==> config.mk <==
export PLATFORM = sky130hd
export DESIGN_NAME = onehot_seq_det
export DESIGN_NICKNAME = d
export VERILOG_FILES = /design/src/rtl/onehot_seq_det.sv
export SDC_FILE = /design/constraint.sdc
export NUM_CORES = 1
export LEC_CHECK = 0
export BUFFER_PORTS_ARGS = -buffer_cell sky130_fd_sc_hd__buf_2
export CAP_MARGIN = 40
export CORE_AREA = 2 2 39 41
export CTS_BUF_LIST = sky130_fd_sc_hd__clkbuf_8
export DETAILED_ROUTE_END_ITERATION = 8
export DIE_AREA = 0 0 41 43
export PLACE_DENSITY = 0.41
export SLEW_MARGIN = 30
export SYNTH_ARGS = -nofsm -noshare
export SYNTH_HDL_FRONTEND = slang
export SYNTH_SLANG_ARGS = --single-unit
==> constraint.sdc <==
create_clock -name clk -period 1.66 [get_ports clk]
set_input_delay 0 -clock clk [delete_from_list [all_inputs] [get_ports clk]]
set_output_delay 0 -clock clk [all_outputs]
set_load 0.05 [all_outputs]
==> src/rtl/onehot_seq_det.sv <==
module onehot_seq_det #(
  parameter int NS = 5
) (
  input  logic          clk,
  input  logic          init,
  input  logic          din,
  output logic [NS-1:0] state,
  output logic          dout
);
  localparam int LAST = NS - 1;

  logic [NS-1:0] nxt;

  assign nxt[0]    = din & state[0];
  assign nxt[1]    = ~din;
  assign nxt[LAST] = din & (state[LAST-1] | state[LAST]);

  for (genvar k = 2; k < LAST; k++) begin : g_mid
    assign nxt[k] = din & state[k-1];
  end

  always_ff @(posedge clk) begin
    if (init) state <= NS'(1);
    else      state <= nxt;
  end

  assign dout = din & state[LAST];
endmodule

=== Yosys cells after proc, flatten, opt, wreduce, memory -nomap -nowiden ===
Index checks and enable logic that the tools add are counted.

* Bits in registers: 5
* Latch bits: 0
* RAM bits: 0
* ROM bits: 0
* Bits of input ports: 3
* Output and inout bits: 6
* Memories: 0

* Add/subtract/negate cells: 0
* $mul: 0
* Div/mod/pow operators: 0
* Magnitude comparators: 0
* Eq/ne operators: 0
* Shift operators: 0
* Multiplexer cells: 0
* Bitwise operators: 7
* Reductions and logical operators: 0

{| class="wikitable"
|+ Operators by type and width
! operator !! number
|-
| AND 1 bit || 5
|-
| NOT 1 bit || 1
|-
| bitwise OR 1 bit || 1
|}

=== Logic depth before layout (Yosys ltp) ===
Gate-level depths: netlist (run 1).

* Depth after elaboration: 2
* Gate-level depth with buffers: 2
* Mapped depth without buffers: 2

=== Worst setup path before layout (run 1) ===
OpenSTA, ideal clock, no wires.

* Path kind: register to output
* From: reg state[4]
* To: out dout
* Arrival time: 1.125 ns
* Setup slack: 0.535 ns
* Stages on the path, launching flop included: 2
* Buffers on the path: 0
* Cell sequence: dfxtp_1 and2_1

* Longest elaborated chain between the ends: 1

{| class="wikitable"
|+ RTL lines
! what !! line !! RTL
|-
| start: declaration || 7 || <nowiki>output logic [NS-1:0] state,</nowiki>
|-
| start signal: assignment || 24 || <nowiki>else state <= nxt;</nowiki>
|-
| AND 1 bit || 27 || <nowiki>assign dout = din & state[LAST];</nowiki>
|-
| end: declaration || 8 || <nowiki>output logic dout</nowiki>
|}

No other way between the ends.

=== Worst setup path after layout (run 1) ===
Ends and elaborated chain as after synthesis.

==> results of run 1 <==
## metrics by stage
stage / instance area [µm²] / utilization (%) / hold WS, ns / worst slack [ns] / cells
global placement: 212.7 / 15.37 / 0.2261 / 0.9773 / 36
detailed placement: 212.7 / 15.37 / 0.2282 / 0.9465 / 36
finish: 257.7 / 18.63 / 0.007953 / 0.7316 / 40
global route: 257.7 / 18.63 / 0.01140 / 0.6838 / 40
CTS: 257.7 / 18.63 / 0.001944 / 0.7129 / 40
floorplan: 152.6 / - / 0.06669 / 0.5348 / 12
## power by group
part / internal, W / switching (W)
clock network: 0.000158 / 0.0000553
registers: 0.000125 / 0.00000225
logic: 0.00000750 / 0.0000201
total: 0.000291 / 0.0000776
## cell type report
| class | count | area [µm²] |
|---|---|---|
| Multi-Input combinational cell | 7 | 52.55 |
| Tap cell | 16 | 20.02 |
| Fill cell | 160 | 1126 |
| Clock inverter | 1 | 3.754 |
| Timing Repair Buffer | 8 | 40.04 |
| Clock buffer | 3 | 41.29 |
| Sequential cell | 5 | 100.1 |
## cell usage after synthesis
cell type  number  share of area, %
a21o_2          1               5.7
nor3b_2         1               8.2
and2_1          1               4.1
nor2_1          2               4.9
dfxtp_1         5                66
and3b_1         2                11
## worst max-delay path, cell delays in order (launching register included)
cell	delay (ns)
dfxtp_1	0.33
and2_1	0.13
buf_2	0.25
## routing by layer
layer	GRT usage (%)	part of all wire (%)
met3	4.712	16
met2	5.313	38
met5	0	0
met4	8.000	0
met1	4.153	46
## cell families after synthesis
kind of cell    after synthesis  synth area share (%)
flops                         5                 65.58
compound gates                1                 5.739
simple gates                  6                 28.69
## final timing paths
kind	endpoint	depth (start not counted)	slack [ns]	startpoint
max	dout	2	0.73	state[4]$_SDFF_PP0_
min reg2reg	state[0]$_SDFF_PP1_	1	0.48	state[0]$_SDFF_PP1_
min	state[1]$_SDFF_PP0_	2	0.008	din
max reg2reg	state[4]$_SDFF_PP0_	2	1.06	state[4]$_SDFF_PP0_
==> flow_summary.ini, run 1 <==
[synthesis]
ys_seq_elements = 5
synth_nets = 15
synthesis.instances = 12
ys_warn_count = 0
netlist_area_um2 = 152.6
syn_area_per_cell_um2 = 12.72
synth_cell_types = 6
synth-seq-area-share_pct = 65.57

[sta]
tightest_slew_ns = 0.2520
period_share_pct = 55.93
hold_violations = 0
finClkSkew_ns = 0.0006384
relSlewSlack_pct = 83.32
period_minus_slack_ns = 0.9284
finalMaxSlewViolations = 0
fin_setup_tns_ns = 0
max_freq_mhz = 1077
rsz0062_at_grt = no
setup_viol = 0

[critical_path]
crit_type = register to output port
worst_ep_required_time_ns = 1.66
startpoint_type = register
cp_max_fo = 3
setup.worst_path.end_class = output port
critPathArrivalTime_ns = 0.93

[finish]
top_regs = state x5
area_growth_pct = 68.85
antennaDiodeCount = 0
largest_register_ffs = 5
finish.net_count = 28
drive_gt1_share_pct = 54.17
regMostFlops = state
final_cell_mix = buf_2, dfxtp_1, clkbuf_8, and3b_1, nor2_1
final_common_cell = buf_2

[detailed_routing]
first_iter_violations = 1
vias_per_cell = 3.275
first_pass_iters = 2
drtAntennaViolNets = 0
wirelength_um = 345
vias = 131
drc = 0
post_drt_wl_per_cell_um = 8.625

[job]
drv_cap = 0

[floorplan]
coreArea_um2 = 1384
start_util_pct = 11.03
dieArea_um2 = 1763
die_x_um = 41
die_y_um = 43
io_pins = 9
num_rows = 14

[clock_tree]
root_buffer = clkbuf_8
htreeDepth = 1
clk_path_buf_depth = 2
cts_buffers = 3
ctsResizeCount = 0
clock_latency_ns = 0.22
holdBufCountCts = 0
cts_tree = built
clk_pin_slew_ns = 0.03
clock_sinks = 5
cts_setup_buffers = 0

[placement]
gp_congestion = 0.4784
port_buffers = 8

[global_routing]
antenna_found_initial = 0
grt_pass1_wl_um = 489
grt_pass1_vias = 132
grt_use_total_pct = 5.110
grt_max_degree = 7
grt_overflow = 0

[power_and_ir_drop]
worst_ir_drop_vdd_mv = 0.3326
p_total_w = 0.0003683
power.density_nw_per_um2 = 1429
power.leakage_nw = 0.1333

[status]
status = complete, no violations

[hold_path]
hold_class = input pin to register
Note: power is estimated with default switching activity, not from simulation.
==> run 2, diff against run 1 <==
==> constraint.sdc (replaced) <==
create_clock -name clk -period 0.8 [get_ports clk]
set_input_delay 0 -clock clk [delete_from_list [all_inputs] [get_ports clk]]
set_output_delay 0 -clock clk [all_outputs]
set_load 0.05 [all_outputs]
==> flow_summary.ini, run 2 (same netlist as run 1, synthesis figures left out) <==
[floorplan]
die_y_um = 43
die_x_um = 41
io_pins = 9
num_rows = 14
dieArea_um2 = 1763
coreArea_um2 = 1384
start_util_pct = 11.03

[global_routing]
antenna_found_initial = 0
grt_overflow = 0
grt_pass1_vias = 126
grt_pass1_wl_um = 496
grt_max_degree = 7
grt_use_total_pct = 5.422

[power_and_ir_drop]
swShare_pct = 21.99
worst_ir_drop_vdd_mv = 0.9855
intPower_w = 0.0006154
power.density_nw_per_um2 = 2594
p_switching_w = 0.0001734
power.leakage_nw = 0.1466
power.share.sequential_pct = 33.5
pwr-share-comb_pct = 8.7
clkPwrFrac_pct = 57.8

[finish]
largest_register_ffs = 5
top_regs = state x5
final_common_cell = dfxtp_2
antennaDiodeCount = 0
fin_util_pct = 21.97
final_cell_mix = dfxtp_2, buf_2, clkbuf_8, clkbuf_4
regMostFlops = state
drive_gt1_share_pct = 73.08
area_growth_pct = 99.18
finish.net_count = 30

[status]
status = complete, but fails checks
failed_checks = setup timing

[placement]
dp_hpwl_um = 239.4
gp_congestion = 0.5383
port_buffers = 8

[sta]
tightest_slew_ns = 0.2540
setup_viol = 2
hold_violations = 0
relSlewSlack_pct = 83.18
fin_setup_tns_ns = -0.02451
period_minus_slack_ns = 0.8212
finClkSkew_ns = 0.003219
max_freq_mhz = 1218
rsz0062_at_grt = yes
setup_ws_ns = -0.02125
hold_slack_ns = 0.05754
finalMaxSlewViolations = 0
period_share_pct = 102.7

[detailed_routing]
vias = 139
vias_per_cell = 3.310
first_pass_iters = 2
post_drt_wl_per_cell_um = 8.500
wirelength_um = 357
drtAntennaViolNets = 0
drc = 0
first_iter_violations = 3

[critical_path]
critPathArrivalTime_ns = 0.82
cp_max_fo = 3
startpoint_type = register
crit_type = register to output port
setup.worst_path.end_class = output port
worst_ep_required_time_ns = 0.80
rrSetupSlack_ns = 0.20

[hold_path]
hold_class = input pin to register

[clock_tree]
clk_path_buf_depth = 2
cts_buffers = 3
cts_tree = built
clk_pin_slew_ns = 0.04
cts_setup_buffers = 0
clock_latency_ns = 0.22
htreeDepth = 1
clock_sinks = 5
root_buffer = clkbuf_8

[job]
drv_cap = 0
-- run 2: layout make-up --
| type | count | area, µm² |
|---|---|---|
| clock buffer | 3 | 41.29 |
| clock inverter | 1 | 3.754 |
| fill | 153 | 1080 |
| multi-input combinational | 7 | 55.05 |
| sequential | 5 | 106.4 |
| tap | 16 | 20.02 |
| timing repair buffer | 10 | 77.57 |
-- run 2: stage by stage --
stage | setup WS, ns | cells | cell area, µm² | power (W)
2_1_floorplan | -0.02976 | 12 | 160.2 | 0.0003063
3_3_place_gp | 0.1219 | 36 | 220.2 | 0.0003245
3_5_place_dp | 0.1096 | 36 | 220.2 | 0.0003251
4_1_cts | -0.02950 | 42 | 296.5 | 0.0008038
5_1_grt | -0.06054 | 42 | 304.0 | 0.0008350
6_report | -0.02125 | 42 | 304.0 | 0.0007888
-- run 2: critical path, stage by stage, from the launching register on --
cell     delay (ns)
dfxtp_2        0.32
and2_4         0.14
buf_8          0.13
-- run 2: power groups by stage --
stage | clock network (W) | registers [W] | logic (W)
finish | 0.000456 | 0.000264 | 0.0000688
global route | 0.000498 | 0.000265 | 0.0000719
CTS | 0.000474 | 0.000264 | 0.0000660
detailed placement | 0 | 0.000268 | 0.0000573
global placement | 0 | 0.000268 | 0.0000568
floorplan | 0 | 0.000298 | 0.00000854
-- run 2: what timing repair did --
item,in CTS,in global routing
setup endpoints to repair,2,5
gates resized for setup,4,3
hold endpoints to repair,2,0
hold buffers,2,0
pin swaps,1,0
-- run 2: worst paths after layout --
check        depth (start not counted)             endpoint                 from
max                                  2                 dout  state[4]$_SDFF_PP0_
min                                  2  state[0]$_SDFF_PP1_                  din
max reg2reg                          2  state[4]$_SDFF_PP0_  state[4]$_SDFF_PP0_
min reg2reg                          1  state[0]$_SDFF_PP1_  state[0]$_SDFF_PP1_
-- run 2: metal layers --
metal	GRT usage, %	share of wire, %	vias to the layer above
met5	0	0	-
li1	-	-	67
met4	6.000	4.8	0
met1	5.145	48	58
met3	7.853	15	4
met2	4.375	32	10
